### src/rtl/rf_raw_pkg.sv
package rf_raw_pkg;

    // Default geometry of the register file.
    localparam int unsigned RF_NUM_REGS_DEF = 32;
    localparam int unsigned RF_DATA_W_DEF   = 32;

    // Number of combinational read ports built by the top level.
    localparam int unsigned RF_RD_PORTS     = 2;

    // Kind of source chosen by a read port, for readability of the mux.
    typedef enum logic [1:0] {
        SRC_ZERO   = 2'd0,
        SRC_BYPASS = 2'd1,
        SRC_STORE  = 2'd2
    } rd_src_e;

endpackage

### src/rtl/rf_wr_decode.sv
module rf_wr_decode #(
    parameter int unsigned NUM_REGS = 32,
    parameter int unsigned ADDR_W   = 5
) (
    input  logic                wr_en,
    input  logic [ADDR_W-1:0]   wr_addr,
    output logic [NUM_REGS-1:0] we_vec
);

    // One-hot enable per entry; entry 0 is never enabled.
    always_comb begin
        we_vec = '0;
        for (int i = 1; i < NUM_REGS; i++) begin
            we_vec[i] = wr_en && (wr_addr == ADDR_W'(i));
        end
    end

endmodule

### src/rtl/rf_storage.sv
module rf_storage #(
    parameter int unsigned NUM_REGS = 32,
    parameter int unsigned DATA_W   = 32
) (
    input  logic                             clk,
    input  logic                             rst,
    input  logic [NUM_REGS-1:0]              we_vec,
    input  logic [DATA_W-1:0]                wr_data,
    output logic [NUM_REGS-1:0][DATA_W-1:0]  regs
);

    typedef struct packed {
        logic [NUM_REGS-1:0][DATA_W-1:0] regs;
    } store_t;

    store_t st_d;
    store_t st_q;

    // Next-state: reset clears everything and beats any write.
    always_comb begin
        st_d = st_q;
        if (rst) begin
            st_d.regs = '0;
        end else begin
            for (int i = 0; i < NUM_REGS; i++) begin
                if (we_vec[i]) begin
                    st_d.regs[i] = wr_data;
                end
            end
        end
    end

    always_ff @(posedge clk) begin
        st_q <= st_d;
    end

    assign regs = st_q.regs;

endmodule

### src/rtl/rf_read_port.sv
module rf_read_port
    import rf_raw_pkg::*;
#(
    parameter int unsigned NUM_REGS = 32,
    parameter int unsigned DATA_W   = 32,
    parameter int unsigned ADDR_W   = 5
) (
    input  logic [ADDR_W-1:0]                rd_addr,
    input  logic [NUM_REGS-1:0][DATA_W-1:0]  regs,
    input  logic                             wr_en,
    input  logic [ADDR_W-1:0]                wr_addr,
    input  logic [DATA_W-1:0]                wr_data,
    output logic [DATA_W-1:0]                rd_data
);

    rd_src_e src;

    // Choose the source: constant zero, same-cycle write, or stored entry.
    always_comb begin
        if (rd_addr == '0) begin
            src = SRC_ZERO;
        end else if (wr_en && (wr_addr == rd_addr)) begin
            src = SRC_BYPASS;
        end else begin
            src = SRC_STORE;
        end
    end

    always_comb begin
        unique case (src)
            SRC_ZERO:   rd_data = '0;
            SRC_BYPASS: rd_data = wr_data;
            SRC_STORE:  rd_data = regs[rd_addr];
            default:    rd_data = '0;
        endcase
    end

endmodule

### src/rtl/rf_raw_top.sv
module rf_raw_top
    import rf_raw_pkg::*;
#(
    parameter int unsigned NUM_REGS = RF_NUM_REGS_DEF,
    parameter int unsigned DATA_W   = RF_DATA_W_DEF,
    localparam int unsigned ADDR_W  = $clog2(NUM_REGS)
) (
    input  logic              clk_i,
    input  logic              rst_i,
    input  logic              wr_en_i,
    input  logic [ADDR_W-1:0] wr_addr_i,
    input  logic [DATA_W-1:0] wr_data_i,
    input  logic [ADDR_W-1:0] rd_a_addr_i,
    output logic [DATA_W-1:0] rd_a_data_o,
    input  logic [ADDR_W-1:0] rd_b_addr_i,
    output logic [DATA_W-1:0] rd_b_data_o
);

    logic [NUM_REGS-1:0]                 we_vec;
    logic [NUM_REGS-1:0][DATA_W-1:0]     regs;
    logic [RF_RD_PORTS-1:0][ADDR_W-1:0]  rd_addr_all;
    logic [RF_RD_PORTS-1:0][DATA_W-1:0]  rd_data_all;

    assign rd_addr_all[0] = rd_a_addr_i;
    assign rd_addr_all[1] = rd_b_addr_i;
    assign rd_a_data_o    = rd_data_all[0];
    assign rd_b_data_o    = rd_data_all[1];

    rf_wr_decode #(
        .NUM_REGS (NUM_REGS),
        .ADDR_W   (ADDR_W)
    ) u_dec (
        .wr_en   (wr_en_i),
        .wr_addr (wr_addr_i),
        .we_vec  (we_vec)
    );

    rf_storage #(
        .NUM_REGS (NUM_REGS),
        .DATA_W   (DATA_W)
    ) u_store (
        .clk     (clk_i),
        .rst     (rst_i),
        .we_vec  (we_vec),
        .wr_data (wr_data_i),
        .regs    (regs)
    );

    for (genvar p = 0; p < RF_RD_PORTS; p++) begin : g_rd
        rf_read_port #(
            .NUM_REGS (NUM_REGS),
            .DATA_W   (DATA_W),
            .ADDR_W   (ADDR_W)
        ) u_port (
            .rd_addr (rd_addr_all[p]),
            .regs    (regs),
            .wr_en   (wr_en_i),
            .wr_addr (wr_addr_i),
            .wr_data (wr_data_i),
            .rd_data (rd_data_all[p])
        );
    end

endmodule

### config.mk
export PLATFORM = sky130hd
export DESIGN_NAME = rf_raw_top
export DESIGN_NICKNAME = d
export VERILOG_FILES = /design/src/rtl/rf_raw_pkg.sv /design/src/rtl/rf_wr_decode.sv /design/src/rtl/rf_storage.sv /design/src/rtl/rf_read_port.sv /design/src/rtl/rf_raw_top.sv
export SDC_FILE = /design/constraint.sdc
export NUM_CORES = 2
export LEC_CHECK = 0
export BUFFER_PORTS_ARGS = -buffer_cell sky130_fd_sc_hd__buf_2
export CORE_MARGIN = 10
export CORE_UTILIZATION = 50
export DETAILED_ROUTE_END_ITERATION = 16
export GPL_TIMING_DRIVEN = 0
export PLACE_DENSITY = 0.7
export RECOVER_POWER = 50
export SLEW_MARGIN = 20
export SYNTH_ARGS = -nofsm -noshare
export SYNTH_HDL_FRONTEND = slang
export SYNTH_HIERARCHICAL = 1
export SYNTH_SLANG_ARGS = --single-unit
### constraint.sdc
create_clock -name clk_i -period 2.62 [get_ports clk_i]
set_input_delay 0.262 -clock clk_i [delete_from_list [all_inputs] [get_ports clk_i]]
set_output_delay 0.262 -clock clk_i [all_outputs]
set_load 0.03 [all_outputs]
==> qor.txt <==
Status -> complete, but fails checks
Failing checks -> setup timing
Fmax -> 338 MHz
Final Slew Violations -> 0
Drt pass-1 iters -> 6
I/O Buffers -> 108
Routed WL per cell -> 35.0 µm
Post-route met1 wirelength -> 96.9 mm
Routed Antenna Nets -> 0
Worst path most repeated cell -> buf_2
Critical path data required time -> 2.36 ns
CTS tree -> done
CTS HTree Levels -> 3
Clk_lat worst skew -> 0.71 ns
DR DRC count -> 0
Async set or reset register ratio after synthesis -> 0%
Worst hold path class -> input pin to flop
Crit-path leading delay family -> simple AND/OR/NAND/NOR gates
Crit-path cells -> buf_2 -> buf_2 -> nand2_2 -> clkbuf_2 -> nor3_1 -> or3_1 -> o21ai_4 -> buf_6
Final setup vio count -> 65
Crit. End Element -> output pin
Synth Register Bits -> 1024
Met2 Wirelength -> 100 mm
Clk_skew -> 0 ns
Rel. slew slack -> 7.12%
CP endpoint -> rd_a_data_o[8]
FP Rows -> 121
Crit path buffers/inverters -> 4
Fin area -> 64200 µm²
Met3 wire length -> 37.8 mm
Tightest Pin Transition -> 1.39 ns
Synth unique cells -> 40
Placed cell areas -> 57400 µm²
Min Tclk post-route -> 2.96 ns
Setup crit start kind -> input pin
Via count -> 49131
Initial Util -> 50.5%
Hold_sp -> wr_data_i[23]
Worst path arrival time -> 2.70 ns
Die height -> 352 µm
YS warnings -> 6
Initial antenna violation count -> 2
Mapped Cells -> 5574
CP peak stage delay -> 0.53 ns
R2r startpoint -> u_store/regs[763]$_SDFFE_PP0P_
RSZ-0062 raised after global routing -> yes
Cell area power density -> 596 nW/µm²
Layout cells sized above 1 -> 19.9%
Clock root buffer -> clkbuf_16
VDD IR max -> 537 µV
Worst slack at placement -> -1.34 ns
Layout Nets -> 5877
Ratio of final minimum period to clock period -> 113%
Top-count cell post-synth -> mux2i_1
Post-synth EDFFs -> 0
I/O pins -> 114
Vias per Instance -> 6.70
Setup crit start -> rd_a_addr_i[3]
Commonest cells in the netlist -> mux2i_1 (1778), nor2_1 (1057), dfxtp_1 (1024), o22ai_1 (250), buf_2 (215)
Top Layer Used -> met5
Initial drt markers -> 7692
Worst path depth -> 8
Synth top area share -> 37.3%
Register area share after synthesis -> 37.3%
GRT Util Overall -> 40.0%
Syn nets -> 5624
Reg clk slew, reported paths -> 0.06 ns
Crit Path Class -> input pin to output pin
Largest net degree at the start of global routing -> 15
Top area cells in the synthesized netlist -> dfxtp_1 (37%), mux2i_1 (32%), nor2_1 (7.2%), mux4_2 (4.9%), o22ai_1 (2.8%)
Max reg flops -> 1024
FF-to-FF setup slack -> 1.67 ns
Worst R2R End -> u_store/regs[763]$_SDFFE_PP0P_
Core area -> 109000 µm²
Clock buffer count from CTS -> 112
Crit-path max FO -> 10
Placer Congestion -> 1.04
Post-synth top area cell -> dfxtp_1
Die Wd -> 352 µm
Syn_area_per_cell -> 9.87 µm²
Total grt overflow -> 0
Final hold vios -> 0
Critical path's slowest cell -> nor3_1
Clock Tree Buf Depth -> 3
Post-DP HPWL -> 187 mm
Mapped cell area -> 55000 µm²
Vias in the first global route -> 47152
First-pass GRT wire length -> 352 mm
R2R depth -> 4
Max cap viols -> 0
Area growth syn-to-layout -> 16.6%
Post-Route WL -> 257 mm
Die ar. -> 124000 µm²
Fin worst setup slack -> -0.341 ns
Top FF cell, synth -> dfxtp_1
CTS sink cnt -> 1024
Leak pwr -> 23.8 nW
## layout by cell type, fill, tap and decap left out, drive strengths merged, types with 36 or more instances in the layout
cell type and instances:
a21oi 94, a22o 64, dfxtp 1024, o22ai 250, o21ai 36, mux2i 1778, mux2 66, nand3 60
clkbuf 431, mux4 132, nor2 1057, or3 36, nand2 103, buf 429, nor3 154
## where the power goes
group          switching, mW  leakage [nW]  internal [mW]  total, mW
Clock                   7.03          1.90           9.87       16.9
Sequential             0.110          8.29           15.7       15.8
Combinational           3.89          13.6           1.64       5.53
## layout make-up
type                       instances  area, µm²
timing repair buffer             145       1330
clock buffer                     152       3150
buffer                           590       3730
multi-input combinational       3954      32900
clock inverter                    54        679
tap                             1414       1770
antenna                            1       2.50
sequential                      1024      20600
fill                            9487      44800
## metrics by stage
step | cells | power [mW] | hold WS (ns) | TNS, ns | utilization, %
floorplan | 5574 | 18.7 | 0.409 | 0 | -
global placement | 7096 | 20.7 | 0.480 | -68.05 | 52.6
detailed placement | 7098 | 20.7 | 0.496 | -65.75 | 52.6
CTS | 7329 | 37.8 | 0.00341 | -9.99 | 58.6
global route | 7333 | 38.8 | 0.0479 | -9.41 | 58.9
finish | 7334 | 38.3 | 0.0196 | -11.29 | 58.9
## worst min-delay path by stage
stage	cells past startpoint	slack (ns)	endpoint
2_1_floorplan	2	0.41	u_store/regs[1023]$_SDFFE_PP0P_
3_3_place_gp	2	0.48	u_store/regs[101]$_SDFFE_PP0P_
3_5_place_dp	2	0.50	u_store/regs[96]$_SDFFE_PP0P_
4_1_cts	3	0.003	u_store/regs[983]$_SDFFE_PP0P_
5_1_grt	3	0.05	u_store/regs[1019]$_SDFFE_PP0P_
6_report	3	0.02	u_store/regs[983]$_SDFFE_PP0P_
## routing by layer
metal	vias to the layer above	GRT usage [%]
li1	20397	-
met1	23876	51.0
met2	3868	55.0
met3	984	15.3
met4	6	28.1
met5	-	0
## kinds of logic (layout without fill, tap and decap cells)
family / Yosys count / after routing / synth area share [%]
AND/OR/NAND/NOR: 1449 / 1449 / 10.8
other: 1 / 2 / 0.00681
multiplexers: 1976 / 1976 / 39.2
flip-flops: 1024 / 1024 / 37.3
XOR/XNOR: 10 / 10 / 0.159
AO/OA/AOI/OAI: 518 / 518 / 6.51
buffers and inverters: 596 / 941 / 6.11
## worst reg2reg max path, cell delays in order, from the launching register on
cell and delay (ns):
dfxtp_2 0.32, buf_4 0.13, buf_4 0.13, mux2i_1 0.16, nor2_1 0.07
## repair_timing
action	4_1_cts	5_1_grt
hold endpoints to repair	50	0
pin swaps	121	61
cloned	0	0
buffers inserted	4	4
hold buffers	27	0
gates resized for setup	641	192
setup endpoints to repair	64	64
Note: power is estimated with default switching activity, not from simulation.
